$ cat config.mk
export PLATFORM = sky130hd
export DESIGN_NAME = gpio_irq_ctrl
export DESIGN_NICKNAME = d
export VERILOG_FILES = /design/src/rtl/gpio_pkg.sv /design/src/rtl/gpio_sync.sv /design/src/rtl/gpio_line_det.sv /design/src/rtl/gpio_irq_ctrl.sv
export SDC_FILE = /design/constraint.sdc
export NUM_CORES = 1
export LEC_CHECK = 0
export CAP_MARGIN = 20
export CORE_MARGIN = 2
export CORE_UTILIZATION = 58
export CTS_CLUSTER_DIAMETER = 200
export CTS_CLUSTER_SIZE = 16
export DETAILED_ROUTE_END_ITERATION = 7
export DONT_BUFFER_PORTS = 1
export HOLD_SLACK_MARGIN = 0.15
export PLACE_DENSITY = 0.79
export SLEW_MARGIN = 15
export SYNTH_ARGS = -nofsm -noshare
export SYNTH_HDL_FRONTEND = slang
export SYNTH_SLANG_ARGS = --single-unit
$ cat constraint.sdc
create_clock -name clk -period 1.4 [get_ports clk]
set_clock_uncertainty 0.2 [all_clocks]
set_input_delay 0.14 -clock clk [delete_from_list [all_inputs] [get_ports clk]]
set_output_delay 0.14 -clock clk [all_outputs]
set_load 0.005 [all_outputs]
$ cat src/rtl/gpio_pkg.sv
package gpio_pkg;
   localparam int STY_W = 3;

   typedef enum logic [STY_W-1:0] {
      STY_HIGH = 3'd0,
      STY_LOW  = 3'd1,
      STY_RISE = 3'd2,
      STY_FALL = 3'd3,
      STY_ANY  = 3'd4
   } gpio_style_e;

   localparam logic [7:0] OFF_OUT  = 8'h00;
   localparam logic [7:0] OFF_DIR  = 8'h04;
   localparam logic [7:0] OFF_IN   = 8'h08;
   localparam logic [7:0] OFF_STAT = 8'h0C;
   localparam logic [7:0] OFF_STY0 = 8'h10;
   localparam logic [7:0] OFF_STY1 = 8'h14;
endpackage

$ cat src/rtl/gpio_sync.sv
module gpio_sync #(
   parameter int W      = 16,
   parameter int STAGES = 2
) (
   input  logic         clk,
   input  logic         rst_n,
   input  logic [W-1:0] d,
   output logic [W-1:0] q
);
   logic [W-1:0] stg [STAGES];

   for (genvar s = 0; s < STAGES; s++) begin : g_stage
      always_ff @(posedge clk or negedge rst_n) begin
         if (!rst_n)    stg[s] <= '0;
         else if (s == 0) stg[s] <= d;
         else           stg[s] <= stg[(s == 0) ? 0 : s - 1];
      end
   end

   assign q = stg[STAGES-1];
endmodule

$ cat src/rtl/gpio_line_det.sv
module gpio_line_det
   import gpio_pkg::*;
(
   input  logic             clk,
   input  logic             rst_n,
   input  logic             sty_we,
   input  logic [STY_W-1:0] sty_wdata,
   input  logic             cur,
   input  logic             clr,
   output logic [STY_W-1:0] sty,
   output logic             evt,
   output logic             pend
);
   logic prev;

   always_comb begin
      unique case (sty)
         STY_HIGH: evt = cur;
         STY_LOW:  evt = ~cur;
         STY_RISE: evt = cur & ~prev;
         STY_FALL: evt = ~cur & prev;
         STY_ANY:  evt = cur ^ prev;
         default:  evt = 1'b0;
      endcase
   end

   always_ff @(posedge clk or negedge rst_n) begin
      if (!rst_n) begin
         prev <= 1'b0;
         sty  <= '0;
         pend <= 1'b0;
      end else begin
         prev <= cur;
         if (sty_we) sty <= sty_wdata;
         pend <= (pend & ~clr) | evt;
      end
   end
endmodule

$ cat src/rtl/gpio_irq_ctrl.sv
module gpio_irq_ctrl
   import gpio_pkg::*;
#(
   parameter int NUM_LINES   = 16,
   parameter int IRQ_LINES   = 13,
   parameter int ADDR_W      = 8,
   parameter int DATA_W      = 32,
   parameter int SYNC_STAGES = 2
) (
   input  logic                 clk,
   input  logic                 rst_n,
   input  logic                 bus_valid,
   input  logic                 bus_write,
   input  logic [ADDR_W-1:0]    bus_addr,
   input  logic [DATA_W-1:0]    bus_wdata,
   output logic [DATA_W-1:0]    bus_rdata,
   input  logic [NUM_LINES-1:0] pin_in,
   output logic [NUM_LINES-1:0] pin_out,
   output logic [NUM_LINES-1:0] pin_oe,
   output logic [IRQ_LINES-1:0] irq
);
   localparam int LINES_PER_REG = 8;
   localparam int STY_BITS      = LINES_PER_REG * STY_W;

   if (NUM_LINES < 1 || NUM_LINES > 2 * LINES_PER_REG) begin : g_bad_lines
      $error("NUM_LINES must be 1..16");
   end
   if (IRQ_LINES < 1 || IRQ_LINES > NUM_LINES) begin : g_bad_irq
      $error("IRQ_LINES must be 1..NUM_LINES");
   end
   if (DATA_W < STY_BITS || DATA_W < NUM_LINES) begin : g_bad_data
      $error("DATA_W too narrow for style fields");
   end
   if (ADDR_W < 5) begin : g_bad_addr
      $error("ADDR_W must cover offset 0x14");
   end
   if (SYNC_STAGES < 2) begin : g_bad_sync
      $error("SYNC_STAGES must be at least 2");
   end

   logic                       wr, rd;
   logic                       hit_out, hit_dir, hit_in, hit_stat, hit_sty0, hit_sty1;
   logic [NUM_LINES-1:0]       out_q, dir_q, pin_sync, pend, evt, clr;
   logic [NUM_LINES*STY_W-1:0] sty_flat;
   logic [DATA_W-1:0]          sty_lo, sty_hi, rd_mux;
   logic                       unused_wdata;

   assign wr       = bus_valid & bus_write;
   assign rd       = bus_valid & ~bus_write;
   assign hit_out  = (bus_addr == ADDR_W'(OFF_OUT));
   assign hit_dir  = (bus_addr == ADDR_W'(OFF_DIR));
   assign hit_in   = (bus_addr == ADDR_W'(OFF_IN));
   assign hit_stat = (bus_addr == ADDR_W'(OFF_STAT));
   assign hit_sty0 = (bus_addr == ADDR_W'(OFF_STY0));
   assign hit_sty1 = (bus_addr == ADDR_W'(OFF_STY1));
   assign unused_wdata = ^bus_wdata;

   assign clr = (wr && hit_stat) ? bus_wdata[NUM_LINES-1:0] : '0;

   gpio_sync #(.W(NUM_LINES), .STAGES(SYNC_STAGES)) u_sync (
      .clk   (clk),
      .rst_n (rst_n),
      .d     (pin_in),
      .q     (pin_sync)
   );

   always_ff @(posedge clk or negedge rst_n) begin
      if (!rst_n) begin
         out_q <= '0;
         dir_q <= '1;
      end else if (wr) begin
         if (hit_out) out_q <= bus_wdata[NUM_LINES-1:0];
         if (hit_dir) dir_q <= bus_wdata[NUM_LINES-1:0];
      end
   end

   for (genvar i = 0; i < NUM_LINES; i++) begin : g_line
      localparam int REG = i / LINES_PER_REG;
      localparam int LSB = (i % LINES_PER_REG) * STY_W;
      logic sty_we;
      assign sty_we = wr && ((REG == 0) ? hit_sty0 : hit_sty1);

      gpio_line_det u_det (
         .clk       (clk),
         .rst_n     (rst_n),
         .sty_we    (sty_we),
         .sty_wdata (bus_wdata[LSB +: STY_W]),
         .cur       (pin_sync[i]),
         .clr       (clr[i]),
         .sty       (sty_flat[i*STY_W +: STY_W]),
         .evt       (evt[i]),
         .pend      (pend[i])
      );
   end

   always_comb begin
      sty_lo = '0;
      sty_hi = '0;
      for (int i = 0; i < NUM_LINES; i++) begin
         if (i < LINES_PER_REG)
            sty_lo[(i % LINES_PER_REG)*STY_W +: STY_W] = sty_flat[i*STY_W +: STY_W];
         else
            sty_hi[(i % LINES_PER_REG)*STY_W +: STY_W] = sty_flat[i*STY_W +: STY_W];
      end
      rd_mux = '0;
      if (hit_out)  rd_mux = DATA_W'(out_q);
      if (hit_dir)  rd_mux = DATA_W'(dir_q);
      if (hit_in)   rd_mux = DATA_W'(pin_sync);
      if (hit_stat) rd_mux = DATA_W'(pend);
      if (hit_sty0) rd_mux = sty_lo;
      if (hit_sty1) rd_mux = sty_hi;
   end

   always_ff @(posedge clk or negedge rst_n) begin
      if (!rst_n)  bus_rdata <= '0;
      else if (rd) bus_rdata <= rd_mux;
   end

   assign pin_out = out_q;
   assign pin_oe  = ~dir_q;
   assign irq     = pend[IRQ_LINES-1:0];
endmodule

==> results of run 1 <==
==> worst max-delay path: stages, from the launching register on <==
cell	delay, ns
sky130_fd_sc_hd__dfrtp_1	0.40
sky130_fd_sc_hd__buf_6	0.15
sky130_fd_sc_hd__inv_4	0.04
sky130_fd_sc_hd__ha_4	0.14
sky130_fd_sc_hd__mux2i_1	0.17
sky130_fd_sc_hd__o21ai_1	0.12
sky130_fd_sc_hd__a22o_1	0.24
==> state kept, by name, summed over array words and instances (netlist names) <==
signal	flops
g_line.u_det.pend	16
u_sync.q	16
bus_rdata	24
pin_out	16
g_line.u_det.sty	48
u_sync.stg	16
dir_q	16
g_line.u_det.prev	16
==> cells by family after synthesis <==
logic type,after synthesis,share of synthesized area
muxes,110,0.161
other,1,0.000461
xor gates and xnor gates,13,0.0140
AOI/OAI and AO/OA,158,0.131
DFF,168,0.519
adders and majority gates,32,0.0492
and+or+nand+nor,97,0.0621
buffers and inverters,102,0.0632
==> area by class of cell <==
cell class / instances / share of cell area
inverter: 48 / 0.0179
antenna: 1 / 0.000246
clock inverter: 10 / 0.0140
clock buffer: 22 / 0.0465
multi-input combinational: 418 / 0.359
sequential: 168 / 0.415
timing repair buffer: 135 / 0.125
tap: 180 / 0.0221
==> worst min path at each step <==
| stage | to | slack (ns) | depth (start not counted) |
|---|---|---|---|
| after floorplan | bus_rdata[0]$_DFFE_PN0P_ | -0.36 | 0 |
| after global placement | u_sync.stg[30]$_DFF_PN0_ | -0.35 | 0 |
| after detailed placement | u_sync.stg[22]$_DFF_PN0_ | -0.35 | 0 |
| after CTS | g_line[7].u_det.pend$_DFF_PN0_ | -0.81 | 0 |
| after global routing | bus_rdata[11]$_DFFE_PN0P_ | -0.82 | 0 |
| final | bus_rdata[14]$_DFFE_PN0P_ | -0.79 | 0 |
==> layout by cell type, fill, tap and decap left out, types with 10 or more instances in the layout <==
cell                            netlist  routed
sky130_fd_sc_hd__dfrtp_1            152     146
sky130_fd_sc_hd__dlygate4sd3_1        0      62
sky130_fd_sc_hd__buf_4               24      60
sky130_fd_sc_hd__mux2_2              51      51
sky130_fd_sc_hd__o21ai_0             56      40
sky130_fd_sc_hd__inv_1               48      38
sky130_fd_sc_hd__nor2_1              36      34
sky130_fd_sc_hd__nand2_1             32      32
sky130_fd_sc_hd__mux2_1              24      24
sky130_fd_sc_hd__ha_1                32      24
sky130_fd_sc_hd__mux2_4              20      20
sky130_fd_sc_hd__clkbuf_16            0      17
sky130_fd_sc_hd__o21ai_1              0      16
sky130_fd_sc_hd__dfstp_2             16      16
sky130_fd_sc_hd__a21oi_1             17      15
sky130_fd_sc_hd__a21o_1              15      15
sky130_fd_sc_hd__mux2i_1             14      14
sky130_fd_sc_hd__a22o_1              14      14
sky130_fd_sc_hd__o221ai_1            15      14
sky130_fd_sc_hd__a22oi_1             15      10
==> through the flow <==
| stage | TNS (ns) | utilization | worst slack, ns |
|---|---|---|---|
| floorplan | -18.35 | - | -0.330 |
| global placement | -17.13 | 0.624 | -0.287 |
| detailed placement | -19.78 | 0.624 | -0.339 |
| CTS | -1.38 | 0.727 | -0.162 |
| global route | -2.40 | 0.740 | -0.211 |
| finish | -1.48 | 0.740 | -0.163 |
==> metal layers <==
metal	track usage	vias up	routed length [µm]
li1	-	2606	-
met1	0.372	3034	8330
met2	0.508	294	11100
met3	0.0892	64	1850
met4	0.141	0	731
met5	0	-	0
==> power groups by stage <==
stage / Clock, mW / Combinational, mW / Sequential [mW]
2_1_floorplan: 0 / 0.448 / 5.25
3_3_place_gp: 0 / 0.524 / 5.28
3_5_place_dp: 0 / 0.559 / 5.29
4_1_cts: 4.94 / 0.815 / 5.21
5_1_grt: 5.18 / 0.957 / 5.24
6_report: 4.91 / 0.880 / 5.22
==> what timing repair did <==
action	in CTS	in global routing
buffers inserted	11	5
endpoints found under the setup margin	19	35
gates resized for setup	31	40
hold endpoints to repair	307	279
pin swaps	20	17
==> qor.tcl, run 1 <==
set qor(multiInputGateArea_um2) 3660
set qor(grt_first_pass_wirelength_um) 34400
set qor(drt-wirelength-per-cell_um) 22.4
set qor(post_cts_hold_buffer_count) 64
set qor(drive_gt1_frac) 0.303
set qor(floorplan.io_pins) 137
set qor(number_of_distinct_library_cells_after_synthesis) 47
set qor(regToRegEndpoint) {g_line[2].u_det.pend$_DFF_PN0_}
set qor(clk_pin_slew_worst_paths_ns) 0.07
set qor(post-route-period-util) 1.12
set qor(fin_nets) 880
set qor(run_status) {finished with violations}
set qor(placement.cell_area_um2) 8600
set qor(fp.coreArea_um2) 13800
set qor(worst_setup_path_endpoint) {g_line[2].u_det.pend$_DFF_PN0_}
set qor(crit_type) {reg -> reg}
set qor(number_of_cells_on_the_worst_reg_to_reg_path) 6
set qor(antenna_found_initial) 1
set qor(first_pass_iters) 5
set qor(clkPwrFrac) 0.446
set qor(finish.cell_count_without_fillers) 982
set qor(drv_slew) 0
set qor(hold_viol_final) 220
set qor(fmax_mhz) 640
set qor(combinational_group_share_of_total_power) 0.080
set qor(crit_fanout) 4
set qor(p_seq_frac) 0.474
set qor(reg2reg_setup_slack_ns) -0.16
set qor(synth_top_flop_cell) {sky130_fd_sc_hd__dfrtp_1}
set qor(netlist.top_cell.by_area) {sky130_fd_sc_hd__dfrtp_1}
set qor(track_usage) 0.307
set qor(synthToLayoutAreaGrowth_pct) 25.2
set qor(final-seq-area_um2) 4230
set qor(setup_ws_ns) -0.163
set qor(setup_viol) 16
set qor(place.port_buffers) 0
set qor(power.internal_mw) 8.49
set qor(switchingPower_mw) 2.53
set qor(data_required_time_of_the_critical_path_ns) 1.52
set qor(top_cell_types_by_occurrence_after_synthesis) {152 x sky130_fd_sc_hd__dfrtp_1, 56 x sky130_fd_sc_hd__o21ai_0, 51 x sky130_fd_sc_hd__mux2_2}
set qor(finalInstanceArea_um2) 10200
set qor(worst_setup_path_startpoint) {u_sync.q[2]$_DFF_PN0_}
set qor(chipWidth_um) 122
set qor(synthMostInstantiatedCell) {sky130_fd_sc_hd__dfrtp_1}
set qor(drc) 0
set qor(fillerInstances) 858
set qor(first_global_vias) 6368
set qor(syn_inst) 681
set qor(routed_wirelength_um) 22000
set qor(postSynth.asyncResetShare) 1.00
set qor(detail_route.vias_per_cell) 6.11
set qor(die_area_um2) 15000
set qor(grt_max_degree) 169
set qor(floorplan.rows) 43
set qor(failed_checks) {hold timing, setup timing}
set qor(clock_insertion_delay_worst_skew_ns) 0.44
set qor(finalWeightedCongestion) 0.842
set qor(postSynthAreaPerCell_um2) 11.9
set qor(clkSinkCount) 168
set qor(drv_cap) 0
set qor(ys_top_cells_by_area) {sky130_fd_sc_hd__dfrtp_1 47%, sky130_fd_sc_hd__mux2_2 7.1%, sky130_fd_sc_hd__dfstp_2 5.2%, sky130_fd_sc_hd__ha_1 4.9%, sky130_fd_sc_hd__mux2_4 3.7%}
set qor(hold_path.class) {in -> async}
set qor(netlist_area_um2) 8140
set qor(ctsRootBufferMaster) {sky130_fd_sc_hd__clkbuf_16}
set qor(final_total_pwr_mw) 11.0
set qor(sequential_to_total_area_share_from_yosys_stat) 0.519
set qor(holdWs_ns) -0.795
set qor(overflow) 0
set qor(synth_seq_cells) 168
set qor(vias) 5998
set qor(static-leakage-power_nw) 4.72
set qor(cp_data_arrival_time_ns) 1.69
set qor(power-per-cell-area_nw_per_um2) 1080
set qor(grt_setup_unrepaired) {yes}
set qor(crit_path_start_kind) {flip-flop}
set qor(ys_warn_count) 0
set qor(cell_total_after_placement) 870
set qor(period_needed_ns) 1.56
set qor(detail-route-antenna-nets) 0
set qor(synthDominantCellAreaShare) 0.468
set qor(critical_path.endpoint_type) {flip-flop}
set qor(timing.rr.start) {u_sync.q[2]$_DFF_PN0_}
set qor(swShare) 0.229
set qor(clock_path_buffers) 2
set qor(peakVddDrop_mv) 1.14
set qor(chipHeight_um) 122
set qor(count_of_flip_flops_with_a_built_in_enable_after_synthesis) 0
set qor(cts_made_buffers) 17
set qor(initial_cell_density_of_the_core) 0.591
set qor(dp.final_hpwl_um) 13200
set qor(htree_levels) 4
set qor(clock_tree_from_tritoncts) {yes}
set qor(detail_route.iter0.violations) 656
Power figures use the tool's default switching activity.
==> run 2: changes to the inputs <==
- SETUP_SLACK_MARGIN: default -> 0.02
==> qor.tcl, run 2 (same netlist as run 1, synthesis figures left out) <==
set qor(swShare) 0.229
set qor(chipWidth_um) 122
set qor(detail_route.vias_per_cell) 6.12
set qor(cp.buffers_inverters) 0
set qor(final_total_pwr_mw) 10.8
set qor(fmax_mhz) 633
set qor(switchingPower_mw) 2.48
set qor(reg2reg_setup_slack_ns) -0.18
set qor(clkSinkCount) 168
set qor(clkPwrFrac) 0.439
set qor(cp_data_arrival_time_ns) 1.69
set qor(power.internal_mw) 8.35
set qor(critPathTopFamily) {compound AO/OA/AOI/OAI gates}
set qor(diodes) 0
set qor(period_needed_ns) 1.58
set qor(crit_type) {reg -> reg}
set qor(htree_levels) 4
set qor(post-route-period-util) 1.13
set qor(initial_cell_density_of_the_core) 0.591
set qor(overflow) 0
set qor(grt_max_degree) 169
set qor(grt_first_pass_wirelength_um) 33600
set qor(run_status) {finished with violations}
set qor(fp.coreArea_um2) 13800
set qor(combinational_group_share_of_total_power) 0.079
set qor(layout.cells.most_common_list) {144 x sky130_fd_sc_hd__dfrtp_1, 59 x sky130_fd_sc_hd__dlygate4sd3_1, 58 x sky130_fd_sc_hd__buf_4}
set qor(crit_fanout) 4
set qor(ctsRootBufferMaster) {sky130_fd_sc_hd__clkbuf_16}
set qor(first_pass_iters) 6
set qor(critical_path.max_stage_delay_ns) 0.46
set qor(drive_gt1_frac) 0.324
set qor(finish.cell_count_without_fillers) 973
set qor(clock_path_buffers) 2
set qor(fin_nets) 872
set qor(vias) 5952
set qor(holdWs_ns) -0.807
set qor(place.port_buffers) 0
set qor(finalInstanceArea_um2) 10100
set qor(clock_insertion_delay_worst_skew_ns) 0.44
set qor(crit_path_start_kind) {flip-flop}
set qor(timing.rr.start) {u_sync.q[8]$_DFF_PN0_}
set qor(static-leakage-power_nw) 4.68
set qor(synthToLayoutAreaGrowth_pct) 24.6
set qor(finalWeightedCongestion) 0.824
set qor(setup_viol) 16
set qor(detail-route-antenna-nets) 0
set qor(drv_slew) 0
set qor(cell_total_after_placement) 870
set qor(grt_setup_unrepaired) {yes}
set qor(cpMaxStageDelayCell) {sky130_fd_sc_hd__dfrtp_2}
set qor(clock_tree_from_tritoncts) {yes}
set qor(largest-register) {g_line.u_det.sty}
set qor(flip_flop_count_of_the_largest_register_all_copies_and_words_added) 48
set qor(chipHeight_um) 122
set qor(first_global_vias) 6406
set qor(setup_ws_ns) -0.179
set qor(floorplan.io_pins) 137
set qor(failed_checks) {hold timing, setup timing}
set qor(hold_path.class) {in -> async}
set qor(final_core_utilization) 0.736
set qor(p_seq_frac) 0.482
set qor(regToRegEndpoint) {g_line[8].u_det.pend$_DFF_PN0_}
set qor(antenna_found_initial) 0
set qor(fillerInstances) 865
set qor(placement.cell_area_um2) 8600
set qor(track_usage) 0.301
set qor(biggestRegsByFlops) {g_line.u_det.sty x48, bus_rdata x24}
set qor(routed_wirelength_um) 21800
set qor(data_required_time_of_the_critical_path_ns) 1.51
set qor(critical_path.endpoint_type) {flip-flop}
set qor(floorplan.rows) 43
set qor(cts_made_buffers) 17
set qor(power-per-cell-area_nw_per_um2) 1070
set qor(detail_route.iter0.violations) 571
set qor(dp.final_hpwl_um) 13300
set qor(drt-wirelength-per-cell_um) 22.4
set qor(drv_cap) 0
set qor(clk_pin_slew_worst_paths_ns) 0.07
set qor(drc) 0
set qor(peakVddDrop_mv) 1.25
set qor(mostFrequentLayoutCell) {sky130_fd_sc_hd__dfrtp_1}
set qor(critical_path.cell_chain) {ha_4 -> nor2_2 -> a211o_1 -> a22o_1}
set qor(die_area_um2) 15000
set qor(hold_viol_final) 220
set qor(number_of_cells_on_the_worst_reg_to_reg_path) 4
## run 2: cell type report
| class | count | area [µm²] | area share |
|---|---|---|---|
| well taps | 180 | 225 | 0.0222 |
| flip-flops and latches | 168 | 4230 | 0.418 |
| clock buffers | 23 | 488 | 0.0481 |
| repair buffers | 127 | 1180 | 0.117 |
| clock inverters | 9 | 115 | 0.0114 |
| multi-input cells | 418 | 3710 | 0.366 |
| inverters | 48 | 180 | 0.0178 |
## run 2: metrics by stage
step	worst slack [ns]	setup TNS, ns	hold WS [ns]
final	-0.179	-1.56	-0.807
after global routing	-0.223	-2.28	-0.810
after CTS	-0.168	-1.41	-0.814
after detailed placement	-0.321	-21.48	-0.351
after global placement	-0.284	-17.78	-0.351
after floorplan	-0.330	-18.34	-0.356
## run 2: power groups by stage
stage	Clock (mW)	Combinational (mW)	Sequential, mW
floorplan	0	0.449	5.25
global placement	0	0.528	5.27
detailed placement	0	0.565	5.29
CTS	4.78	0.791	5.21
global route	4.99	0.928	5.24
finish	4.75	0.859	5.22
## run 2: timing repair
item | CTS | global route
hold endpoints to repair | 304 | 280
setup endpoints to repair | 21 | 46
resized for setup | 38 | 50
pin swaps | 30 | 14
setup buffers | 9 | 3
hold buffers | 58 | 2
## run 2: worst max-delay path by stage
stage	end	cells after the start	slack, ns	startpoint
CTS	g_line[8].u_det.pend$_DFF_PN0_	4	-0.17	u_sync.q[8]$_DFF_PN0_
global placement	g_line[0].u_det.sty[0]$_DFFE_PN0P_	5	-0.28	bus_addr[5]
detailed placement	g_line[1].u_det.sty[2]$_DFFE_PN0P_	5	-0.32	bus_addr[5]
floorplan	g_line[0].u_det.sty[0]$_DFFE_PN0P_	7	-0.33	bus_addr[3]
finish	g_line[8].u_det.pend$_DFF_PN0_	4	-0.18	u_sync.q[8]$_DFF_PN0_
global route	g_line[8].u_det.pend$_DFF_PN0_	5	-0.22	u_sync.q[8]$_DFF_PN0_
## run 2: per-layer routing
metal,track usage,vias up,part of all wire,routed length (µm)
met4,0.149,0,0.039,852
met2,0.500,253,0.50,10900
met5,0,-,0,0
met3,0.0906,67,0.080,1750
li1,-,2585,-,-
met1,0.357,3047,0.38,8320
